$ cat config.mk
export PLATFORM = sky130hd
export DESIGN_NAME = mesi_line_ctrl
export DESIGN_NICKNAME = d
export VERILOG_FILES = /design/src/rtl/mesi_pkg.sv /design/src/rtl/mesi_lock_reg.sv /design/src/rtl/mesi_snoop_eval.sv /design/src/rtl/mesi_local_eval.sv /design/src/rtl/mesi_line_ctrl.sv
export SDC_FILE = /design/constraint.sdc
export NUM_CORES = 1
export LEC_CHECK = 0
export BUFFER_PORTS_ARGS = -buffer_cell sky130_fd_sc_hd__buf_4
export CAP_MARGIN = 10
export CELL_PAD_IN_SITES_DETAIL_PLACEMENT = 1
export CELL_PAD_IN_SITES_GLOBAL_PLACEMENT = 2
export CORE_MARGIN = 10
export CORE_UTILIZATION = 35
export DETAILED_ROUTE_END_ITERATION = 12
export PLACE_DENSITY_LB_ADDON = 0.1
export SLEW_MARGIN = 20
export SYNTH_ARGS = -nofsm -noshare
export SYNTH_HDL_FRONTEND = slang
export SYNTH_SLANG_ARGS = --single-unit
$ cat constraint.sdc
create_clock -name clk -period 5.85 [get_ports clk]
set_input_delay 1.17 -clock clk [delete_from_list [all_inputs] [get_ports clk]]
set_output_delay 1.17 -clock clk [all_outputs]
set_load 0.01 [all_outputs]
$ cat src/rtl/mesi_pkg.sv
// Shared encodings for the line-state controller.
// Assumes: a two-bit state and a two-bit bus op code suffice.
package mesi_pkg;

    typedef enum logic [1:0] {
        LS_I = 2'd0,
        LS_S = 2'd1,
        LS_E = 2'd2,
        LS_M = 2'd3
    } line_st_e;

    typedef enum logic [1:0] {
        BOP_RD  = 2'd0,
        BOP_WR  = 2'd1,
        BOP_INV = 2'd2,
        BOP_NOP = 2'd3
    } bus_op_e;

endpackage

$ cat src/rtl/mesi_lock_reg.sv
// Atomic-update lock: holds at most one locked line index.
// Assumes: set has priority over clear when both arrive together.
module mesi_lock_reg #(
    parameter int IDX_W = 3
) (
    input  logic             clk,
    input  logic             rst_n,
    input  logic             set_i,
    input  logic             clr_i,
    input  logic [IDX_W-1:0] idx_i,
    input  logic [IDX_W-1:0] probe_idx_i,
    output logic             hit_o
);

    logic             held_q;
    logic [IDX_W-1:0] held_idx_q;

    // Capture or drop the locked line.
    always_ff @(posedge clk) begin
        if (!rst_n) begin
            held_q     <= 1'b0;
            held_idx_q <= '0;
        end else if (set_i) begin
            held_q     <= 1'b1;
            held_idx_q <= idx_i;
        end else if (clr_i) begin
            held_q     <= 1'b0;
        end
    end

    // Report whether the probed line is the locked one.
    assign hit_o = held_q && (held_idx_q == probe_idx_i);

    // a clear without a set releases every line.
    a_r10_clear_releases: assert property (@(posedge clk) disable iff (!rst_n)
        (clr_i && !set_i) |=> !hit_o);

endmodule

$ cat src/rtl/mesi_snoop_eval.sv
// Snoop next-state logic for one line.
// Assumes: the caller selects the addressed line's current state and
// lock status; op code 3 is treated as no snoop.
module mesi_snoop_eval
    import mesi_pkg::*;
(
    input  logic       snp_valid_i,
    input  logic [1:0] snp_op_i,
    input  line_st_e   cur_i,
    input  logic       locked_i,
    output logic       act_o,
    output line_st_e   nxt_o,
    output logic       flush_o,
    output logic       shared_o,
    output logic       retry_o
);

    // Decide the snoop outcome from the current line state.
    always_comb begin
        act_o    = 1'b0;
        nxt_o    = cur_i;
        flush_o  = 1'b0;
        shared_o = 1'b0;
        retry_o  = 1'b0;
        if (snp_valid_i) begin
            if (locked_i) begin
                retry_o = 1'b1;
            end else if (cur_i != LS_I) begin
                case (snp_op_i)
                    BOP_RD: begin
                        act_o    = 1'b1;
                        shared_o = 1'b1;
                        nxt_o    = LS_S;
                        flush_o  = (cur_i == LS_M);
                    end
                    BOP_WR, BOP_INV: begin
                        act_o    = 1'b1;
                        shared_o = 1'b1;
                        nxt_o    = LS_I;
                        flush_o  = (cur_i == LS_M);
                    end
                    default: ;
                endcase
            end
        end
    end

endmodule

$ cat src/rtl/mesi_local_eval.sv
// Local-request next-state logic for one line.
// Assumes: st_i is the line state after any same-cycle snoop.
module mesi_local_eval
    import mesi_pkg::*;
(
    input  logic       fire_i,
    input  logic       write_i,
    input  line_st_e   st_i,
    output logic       upd_o,
    output line_st_e   nxt_o,
    output logic       bus_vld_o,
    output logic [1:0] bus_op_o,
    output logic       wait_o
);

    // Decide the new state and any bus message for the local access.
    always_comb begin
        upd_o     = 1'b0;
        nxt_o     = st_i;
        bus_vld_o = 1'b0;
        bus_op_o  = BOP_NOP;
        wait_o    = 1'b0;
        if (fire_i) begin
            if (write_i) begin
                upd_o = 1'b1;
                nxt_o = LS_M;
                if (st_i == LS_I) begin
                    bus_vld_o = 1'b1;
                    bus_op_o  = BOP_WR;
                end else if (st_i == LS_S) begin
                    bus_vld_o = 1'b1;
                    bus_op_o  = BOP_INV;
                end
            end else if (st_i == LS_I) begin
                upd_o     = 1'b1;
                nxt_o     = LS_E;
                bus_vld_o = 1'b1;
                bus_op_o  = BOP_RD;
                wait_o    = 1'b1;
            end
        end
    end

endmodule

$ cat src/rtl/mesi_line_ctrl.sv
// Coherence state tracker for a small private cache on a snooping bus.
// Holds per-line state and data, applies snoops before same-cycle local
// requests, stalls one cycle after a read miss to take the peers' shared
// reply, and defers snoops to a locked line with retry.
// Assumes: NUM_LINES is a power of two; one local request and one snoop
// per cycle at most; bus arbitration is done outside.
module mesi_line_ctrl
    import mesi_pkg::*;
#(
    parameter  int NUM_LINES = 8,
    parameter  int DATA_W    = 32,
    localparam int IDX_W     = (NUM_LINES > 1) ? $clog2(NUM_LINES) : 1
) (
    input  logic              clk,
    input  logic              rst_n,
    input  logic              lreq_valid_i,
    input  logic              lreq_write_i,
    input  logic [IDX_W-1:0]  lreq_idx_i,
    input  logic [DATA_W-1:0] lreq_wdata_i,
    output logic              lreq_ready_o,
    output logic              bus_valid_o,
    output logic [1:0]        bus_op_o,
    output logic [IDX_W-1:0]  bus_idx_o,
    input  logic              shared_in_i,
    input  logic              snp_valid_i,
    input  logic [1:0]        snp_op_i,
    input  logic [IDX_W-1:0]  snp_idx_i,
    output logic              snp_shared_o,
    output logic              snp_flush_o,
    output logic [DATA_W-1:0] snp_data_o,
    output logic              snp_retry_o,
    input  logic              lock_set_i,
    input  logic              lock_clr_i,
    input  logic [IDX_W-1:0]  lock_idx_i,
    input  logic [IDX_W-1:0]  look_idx_i,
    output logic [1:0]        look_state_o
);

    typedef enum logic {PH_IDLE, PH_WAIT} phase_e;

    line_st_e          st_q  [NUM_LINES];
    logic [DATA_W-1:0] dat_q [NUM_LINES];
    phase_e            ph_q;
    logic [IDX_W-1:0]  pend_q;

    logic       lfire;
    line_st_e   snp_cur;
    logic       lk_hit;
    logic       s_act, s_flush, s_shared, s_retry;
    line_st_e   s_nxt;
    line_st_e   loc_base;
    logic       l_upd, l_bvld, l_wait;
    line_st_e   l_nxt;
    logic [1:0] l_bop;
    line_st_e   pend_post;
    logic       demote;

    // Handshake: accept a local request only outside the miss-wait cycle.
    assign lreq_ready_o = (ph_q == PH_IDLE);
    assign lfire        = lreq_valid_i && lreq_ready_o;
    assign snp_cur      = st_q[snp_idx_i];

    mesi_lock_reg #(.IDX_W(IDX_W)) u_lock (
        .clk         (clk),
        .rst_n       (rst_n),
        .set_i       (lock_set_i),
        .clr_i       (lock_clr_i),
        .idx_i       (lock_idx_i),
        .probe_idx_i (snp_idx_i),
        .hit_o       (lk_hit)
    );

    mesi_snoop_eval u_snp (
        .snp_valid_i (snp_valid_i),
        .snp_op_i    (snp_op_i),
        .cur_i       (snp_cur),
        .locked_i    (lk_hit),
        .act_o       (s_act),
        .nxt_o       (s_nxt),
        .flush_o     (s_flush),
        .shared_o    (s_shared),
        .retry_o     (s_retry)
    );

    // Local request sees the line as the snoop leaves it.
    assign loc_base = (s_act && (snp_idx_i == lreq_idx_i)) ? s_nxt : st_q[lreq_idx_i];

    mesi_local_eval u_loc (
        .fire_i    (lfire),
        .write_i   (lreq_write_i),
        .st_i      (loc_base),
        .upd_o     (l_upd),
        .nxt_o     (l_nxt),
        .bus_vld_o (l_bvld),
        .bus_op_o  (l_bop),
        .wait_o    (l_wait)
    );

    assign bus_valid_o = l_bvld;
    assign bus_op_o    = l_bop;
    assign bus_idx_o   = lreq_idx_i;

    // Demote a freshly installed line when a peer reports a copy.
    assign pend_post = (s_act && (snp_idx_i == pend_q)) ? s_nxt : st_q[pend_q];
    assign demote    = (ph_q == PH_WAIT) && shared_in_i && (pend_post == LS_E);

    // Per-line state update: snoop, then local request, then demotion.
    always_ff @(posedge clk) begin
        if (!rst_n) begin
            for (int i = 0; i < NUM_LINES; i++) st_q[i] <= LS_I;
        end else begin
            for (int i = 0; i < NUM_LINES; i++) begin
                if (l_upd && (lreq_idx_i == IDX_W'(i)))
                    st_q[i] <= l_nxt;
                else if (demote && (pend_q == IDX_W'(i)))
                    st_q[i] <= LS_S;
                else if (s_act && (snp_idx_i == IDX_W'(i)))
                    st_q[i] <= s_nxt;
            end
        end
    end

    // Line data store, written by local writes only.
    always_ff @(posedge clk) begin
        for (int i = 0; i < NUM_LINES; i++) begin
            if (lfire && lreq_write_i && (lreq_idx_i == IDX_W'(i)))
                dat_q[i] <= lreq_wdata_i;
        end
    end

    // Miss-wait phase tracking.
    always_ff @(posedge clk) begin
        if (!rst_n) begin
            ph_q   <= PH_IDLE;
            pend_q <= '0;
        end else if (l_wait) begin
            ph_q   <= PH_WAIT;
            pend_q <= lreq_idx_i;
        end else begin
            ph_q   <= PH_IDLE;
        end
    end

    // Registered snoop response.
    always_ff @(posedge clk) begin
        if (!rst_n) begin
            snp_shared_o <= 1'b0;
            snp_flush_o  <= 1'b0;
            snp_data_o   <= '0;
            snp_retry_o  <= 1'b0;
        end else begin
            snp_shared_o <= s_shared;
            snp_flush_o  <= s_flush;
            snp_data_o   <= s_flush ? dat_q[snp_idx_i] : '0;
            snp_retry_o  <= s_retry;
        end
    end

    // Lookup port for the core's hit check.
    assign look_state_o = st_q[look_idx_i];

    // the miss-wait phase lasts exactly one cycle.
    a_r2_wait_single: assert property (@(posedge clk) disable iff (!rst_n)
        (ph_q == PH_WAIT) |=> (ph_q == PH_IDLE));

    // a read-miss bus message is followed by a stall cycle.
    a_r2_miss_stall: assert property (@(posedge clk) disable iff (!rst_n)
        (lfire && !lreq_write_i && bus_valid_o) |=> !lreq_ready_o);

    // writes to an Exclusive line stay off the bus.
    a_r4_excl_silent: assert property (@(posedge clk) disable iff (!rst_n)
        (lfire && (loc_base == LS_E)) |-> !bus_valid_o);

    // accesses to a Modified line stay off the bus.
    a_r6_mod_silent: assert property (@(posedge clk) disable iff (!rst_n)
        (lfire && (loc_base == LS_M)) |-> !bus_valid_o);

    // an unlocked snoop on a Modified line flushes next cycle.
    a_r7_flush_from_m: assert property (@(posedge clk) disable iff (!rst_n)
        (snp_valid_i && !lk_hit && (snp_cur == LS_M) && (snp_op_i != BOP_NOP))
        |=> snp_flush_o);

    // snoops on Invalid lines stay silent.
    a_r9_invalid_quiet: assert property (@(posedge clk) disable iff (!rst_n)
        (snp_valid_i && (snp_cur == LS_I)) |=> (!snp_flush_o && !snp_shared_o));

    // a deferred snoop leaves the line state untouched.
    a_r10_retry_frozen: assert property (@(posedge clk) disable iff (!rst_n)
        (snp_valid_i && lk_hit && !(lfire && (lreq_idx_i == snp_idx_i))
         && !((ph_q == PH_WAIT) && (pend_q == snp_idx_i)))
        |=> (st_q[$past(snp_idx_i)] == $past(snp_cur)));

endmodule

* Word level (Yosys, flattened, before mapping)
Memory sizes are Yosys's and may differ from the RTL's. A register that Yosys moved wholly into a read port is not among the register bits.
Index checks and enable logic that the tools add are counted.
** Storage, ports and cells
- Input port bits :: 54
- Output and inout port bits :: 44
- Register bits :: 11
- RAM bits :: 272
- Word-level logic and storage cells :: 316
- Memories kept :: 2
** Cells by class
- Equal/unequal tests :: 29
- Reduce and logical (&&, ||, !) cells :: 58
- Multiplexer cells :: 195
- Bitwise operators :: 25
** Memories
- dat_q :: words 8, width 32, read ports 1, clocked after memory_dff 1, wr ports 1, line mesi_line_ctrl.sv:42 : logic [DATA_W-1:0] dat_q [NUM_LINES];
- st_q :: words 8, width 2, read ports 4, clocked after memory_dff 1, wr ports 8, line mesi_line_ctrl.sv:41 : line_st_e st_q [NUM_LINES];
** Operator list (count)
- $mux 32 :: 7
- $reduce_or 32->1 :: 7
- $mux 1 :: 142
- $mux 2 :: 36
- $logic_and 1x1->1 :: 39
- $eq 3x3->1 const B :: 12
- $mux 3 :: 9
- $or 1x1->1 :: 24
- $eq 3x2->1 const B :: 6
- $eq 3x1->1 const B :: 3
- $eq 3x3->1 :: 3
- $logic_not 3->1 :: 3
- $eq 2x2->1 const B :: 3
- $eq 2x1->1 const B :: 2
- $logic_not 2->1 :: 2
- $pmux 2 s2 :: 1
- $reduce_and 2->1 :: 2
- $reduce_bool 2->1 :: 2
- $reduce_or 3->1 :: 1
- $reduce_or 2->1 :: 1
- $logic_not 1->1 :: 1
- $not 1->1 :: 1

* Depth between registers and ports, before layout
- Depth in word-level cells :: 19
- Depth in mapped cells :: 10

* Hierarchy
A second synthesis with hierarchy kept.
** Second synthesis, totals
- Cells, all modules :: 689
- Area total of the unflattened synthesis :: 12643.4 um2
** By module, submodules not included
- mesi_line_ctrl :: seq. area each 9008.6 um2, cells each 651, times used 1, area each 12326.8 um2
- mesi_lock_reg :: seq. area each 80.1 um2, cells each 16, times used 1, area each 177.7 um2
- mesi_snoop_eval :: seq. area each 0.0 um2, cells each 11, times used 1, area each 71.3 um2
- mesi_local_eval :: seq. area each 0.0 um2, cells each 11, times used 1, area each 67.6 um2

* Least setup slack after synthesis
Ideal clock, no wire load.
- Kind :: input port to flip-flop
- From :: input lreq_idx_i[0]
- To :: memory dat_q[0][0], enable pin
- Stages :: 4
- Data arrival time :: 4.237 ns
- Required time :: 5.387 ns
- Path buffers :: 2
- Path slack :: 1.150 ns
- Cells stage by stage :: clkbuf_1 -> buf_1 -> or2_2 -> nor3_1
** Between the ends
- Cells in the longest elaborated chain, start to end :: 12
** RTL lines
- from (decl) :: line mesi_line_ctrl.sv:18 : input logic [IDX_W-1:0] lreq_idx_i,
- $eq 3x1->1 :: line mesi_line_ctrl.sv:126 : if (lfire && lreq_write_i && (lreq_idx_i == IDX_W'(i)))
- $logic_and 1x1->1 :: line mesi_line_ctrl.sv:126
- $mux 1 :: line mesi_line_ctrl.sv:126
- $mux 1 (not written as such) :: line mesi_line_ctrl.sv:127 : dat_q[i] <= lreq_wdata_i;
- $reduce_or 32->1 (no line)
- $mux 3 (no line) or $mux 1 (tied branches) (7 in series)
- to (decl) :: line mesi_line_ctrl.sv:42
Parallel ways exist; a longest one is shown, timed or not.

* Worst setup path in the final report
- From :: input snp_idx_i[0]
- To :: output bus_op_o[0]
** Between the ends
- Cells in the longest elaborated chain, start to end :: 12
** RTL lines
- from (decl) :: line mesi_line_ctrl.sv:27 : input logic [IDX_W-1:0] snp_idx_i,
- $mem_v2 8x2
- $reduce_bool 2->1 :: line mesi_snoop_eval.sv:28 : end else if (cur_i != LS_I) begin
- $mux 1 (2 in series)
- $mux 1 :: line mesi_snoop_eval.sv:25 : if (snp_valid_i) begin
- $logic_and 1x1->1 :: line mesi_line_ctrl.sv:86 : assign loc_base = (s_act && (snp_idx_i == lreq_idx_i)) ? s_nxt : st_q[lreq_idx_i];
- $mux 2 * :: line mesi_line_ctrl.sv:86
- $eq 2x1->1 :: line mesi_local_eval.sv:30 : end else if (st_i == LS_S) begin
- $mux 1 :: line mesi_local_eval.sv:30
- $mux 2 :: line mesi_local_eval.sv:27 : if (st_i == LS_I) begin
- $mux 2 * :: line mesi_local_eval.sv:24 : if (write_i) begin
- $mux 2 * :: line mesi_local_eval.sv:23 : if (fire_i) begin
- to (decl) :: line mesi_line_ctrl.sv:22 : output logic [1:0] bus_op_o,
Every way passes the cells marked *; elsewhere a longest branch is shown, timed or not.

==> results summary <==
The startpoint type of the worst setup path is an input port. The post-synthesis compound-gate area fraction came out at 0.0560. The number of resized instances in the post-cts repair step is 0.

between 90 and 100 I/O pins were placed. The tool flagged a number of max-cap violations equal to 0. After detailed routing, the average wire length per cell comes to about 25 um. The number of remaining DRC errors came out at 0.

TritonCTS built the clock tree. The register share of total power is 0.498. The area of the core is approximately 36,000 um^2.

For the worst setup path, the data required time is roughly 4700 ps. The switching share of power came out at 0.219. The die span in y came out at approximately 210 um. The number of global-route vias before repair is 8,021. The starting density of the core is 0.353. Synthesis inferred around 320 register bits. The net switching power of the design is around 0.0011 W. The via density per instance came out at 5.38. The maximum count of clock buffers along a single path is 3. Wires add up to between 30,000 and 40,000 um. At the pin with the least slew margin, the transition time is 817 ps. The total number of H-tree levels came out at 2. The detailed route wirelength on metal2 is roughly 17,000 um. The initial antenna violation count is 2.

The final period utilization is 0.816. The first TritonRoute pass finished after 5 iterations. The global route total overflow is 0.

Buffers inserted to repair hold after CTS numbered 0. Summed over all nets, the half-perimeter wirelength after detailed placement is 21,400 um. In the post-synthesis netlist, the biggest area contributors are sky130_fd_sc_hd__edfxtp_1 63%, sky130_fd_sc_hd__mux4_2 13%, sky130_fd_sc_hd__dfxtp_1 7.2%. The detailed router put a total of between 10,000 and 15,000 um of wire on met1. The total nets after synthesis came out at about 800. The cell area power density is around 330 nW/um^2. The count of nets left with antenna violations once routing finished came out at 0. The average instance in the mapped netlist occupies ~17 um^2. For this design, the sink count on the clock tree is roughly 320. The fraction of final layout cells sized beyond drive strength 1 is 0.304. Counting the buffers created by CTS gives 36. The wire length of the first global-routing pass came out at about 52,000 um. After synthesis, the largest family of logic cells by area is multiplexers. Setup repair after global routing left no endpoint under its margin. Of all nets on the critical path, the largest fanout is 31. Measured against its own limit, the worst slew margin works out to 0.454.

The critical path in this run is classified as in -> out. The met3 routed wirelength is around 1700 um. For this run, asynchronously set or reset flops after synthesis account for 0. The kind of path behind the tightest hold check is reg -> reg.

For this run, the post-layout net count is a little over 900. The routability congestion estimate came out at about 0.86. The buffers inserted during post-CTS setup optimization is 0. Counting flops with a built-in enable in the synthesized netlist gives ~270. The share of power burned in the clock network is 0.432.

The post-synthesis sequential area ratio came out at 0.706. The total standard cell area after synthesis came out at 12,900 um^2. The standby leakage power came out at between 5 and 6 nW. The clock slew at the register clock pins of the worst setup and hold paths came out at around 50 ps.

The number of distinct library cells after synthesis came out at 62. The share of synthesized area in the top cell type comes to 0.635. Of the total synthesized cell area, the portion taken by XOR and XNOR cells is 0.00681. The worst voltage drop across the vdd grid came out at 0.000197 V. The worst setup skew after layout is slightly above 20 ps. The most used flip-flop cell after synthesis is sky130_fd_sc_hd__edfxtp_1.

The max-slew violation count came to 0. The internal portion of the total power is 0.00397 W. The clock period minus final worst setup slack came out at around 4800 ps.

Entering global routing, the biggest net connects 49 pins. The share of synthesized cell area in full adder, half adder and majority cells is 0. Setup violations remaining at the end of the flow were counted as 0. The flow ran to the end, and the final reports show no timing, DRC or antenna violations. The DRC violation total after the first TritonRoute iteration came out at approximately 370.

The simple-gate share of the synthesized area is 0.0701. The worst endpoint data arrival time is approximately 3600 ps. The total negative slack for setup checks came out at 0 ps. The tightest hold path in the finished design has a slack of slightly above 500 ps. The kind of capture point of the worst setup path is an output port. The multiplexer fraction of the synthesized cell area is 0.140. Yosys instantiated no cell more often than sky130_fd_sc_hd__edfxtp_1.

For the worst-skew pair, the clock arrives at the later sink with an insertion delay of between 500 and 600 ps. In this run the tool buffered the top-level ports with 97 buffer cells. The top layer used by detailed routing is met5.

The yosys synthesis warning count came out at 0. The routed via count is 7,328. Of all cell types, the one taking the most synthesized area is sky130_fd_sc_hd__edfxtp_1. The combinational share of power came out at 0.070.

The die area is 44,800 um^2. The final-report hold violation count was 0. The count of mapped cells out of synthesis is about 760. Sorting the synthesized cells by how often they occur yields 272 x sky130_fd_sc_hd__edfxtp_1, 85 x sky130_fd_sc_hd__nand2_1, 73 x sky130_fd_sc_hd__mux4_2. The floorplan has 70 rows. The overall die width came out at approximately 210 um. Derived from the worst setup path, the maximum achievable clock frequency is 209 MHz. The area growth from synthesis to final layout is 18.9%. The global-route total usage across every layer came out at 0.152.

CTS placed an instance of sky130_fd_sc_hd__clkbuf_16 at the clock tree root.
area by class of cell:
class	instances	area, um^2
fillers	3578	21100
flip-flops and latches	318	9090
multi-input cells	386	3560
clock buffers	50	995
repair buffers	115	867
well taps	468	586
clock inverters	15	161
inverters	10	37.5
diodes	1	2.50
state kept, by name (all words and copies together) (netlist names), named ones only:
register,count
snp_shared_o,1
snp_flush_o,1
pend_q,3
u_lock.held_q,1
snp_retry_o,1
dat_q,256
snp_data_o,32
st_q,16
ph_q,1
u_lock.held_idx_q,3
path summary, 6_finish.rpt:
path                                                to  slack (ps)  cells after the start                  startpoint
worst min register to register  snp_retry_o$_SDFF_PN0_         510                      2  u_lock.held_q$_SDFFE_PN0P_
worst max register to register    st_q[5][1]$_DFFE_PP_        2800                      6    st_q[2][0]$_SDFFCE_PN0P_
worst min-delay path            snp_retry_o$_SDFF_PN0_         510                      2  u_lock.held_q$_SDFFE_PN0P_
worst max-delay path                       bus_op_o[0]        1080                      9                snp_idx_i[0]
power by group through the flow:
| stage | clock, W | combinational (W) | sequential (W) |
|---|---|---|---|
| 5_1_grt | 0.00235 | 0.000389 | 0.00253 |
| 3_5_place_dp | 0 | 0.000361 | 0.00258 |
| 2_1_floorplan | 0 | 0.000217 | 0.00257 |
| 6_report | 0.00220 | 0.000356 | 0.00253 |
| 4_1_cts | 0.00226 | 0.000362 | 0.00253 |
| 3_3_place_gp | 0 | 0.000352 | 0.00258 |
critical path: stages:
cell and delay [ps]:
sky130_fd_sc_hd__buf_4 440, sky130_fd_sc_hd__nand2b_1 310, sky130_fd_sc_hd__o22ai_1 160, sky130_fd_sc_hd__a221o_1 430, sky130_fd_sc_hd__a211o_2 430, sky130_fd_sc_hd__a22oi_4 240
sky130_fd_sc_hd__xnor2_1 150, sky130_fd_sc_hd__nand2_1 90, sky130_fd_sc_hd__buf_4 160
layout by cell type, fill, tap and decap left out, drive strengths merged, types with 5 or more instances in the layout:
cell type / instances
nor2b: 7
edfxtp: 272
and2: 5
o22ai: 5
o31ai: 5
nand2: 85
mux2: 6
a221oi: 5
nand4: 8
dfxtp: 46
a31oi: 6
clkinv: 11
xnor2: 10
nand2b: 11
buf: 115
clkbuf: 50
mux2i: 9
nor3: 14
mux4: 73
inv: 10
nand3: 14
or3: 5
nor2: 30
o21ai: 7
a21oi: 38
routing by layer:
metal | up-vias | GRT usage
li1 | 3223 | -
met1 | 3836 | 0.194
met3 | 72 | 0.0290
met5 | - | 0
met4 | 2 | 0.0503
met2 | 195 | 0.256
per-stage QoR:
step	cells	setup WS, ps	utilization	power, W	cell area (um^2)
finish	1363	1080	0.420	0.00509	15300
global route	1362	905	0.420	0.00527	15300
CTS	1362	1060	0.420	0.00516	15300
detailed placement	1297	1060	0.388	0.00294	14100
global placement	1297	1170	0.388	0.00293	14100
floorplan	759	1150	-	0.00278	12900
logic make-up (layout without fill, tap and decap cells):
group | count (synthesis) | after routing
multiplexers | 88 | 88
buffers and inverters | 55 | 190
flip-flops | 318 | 318
AO/OA/AOI/OAI | 96 | 96
XOR/XNOR | 10 | 10
AND/OR/NAND/NOR | 192 | 192
other | 0 | 1
Power figures use the tool's default switching activity.
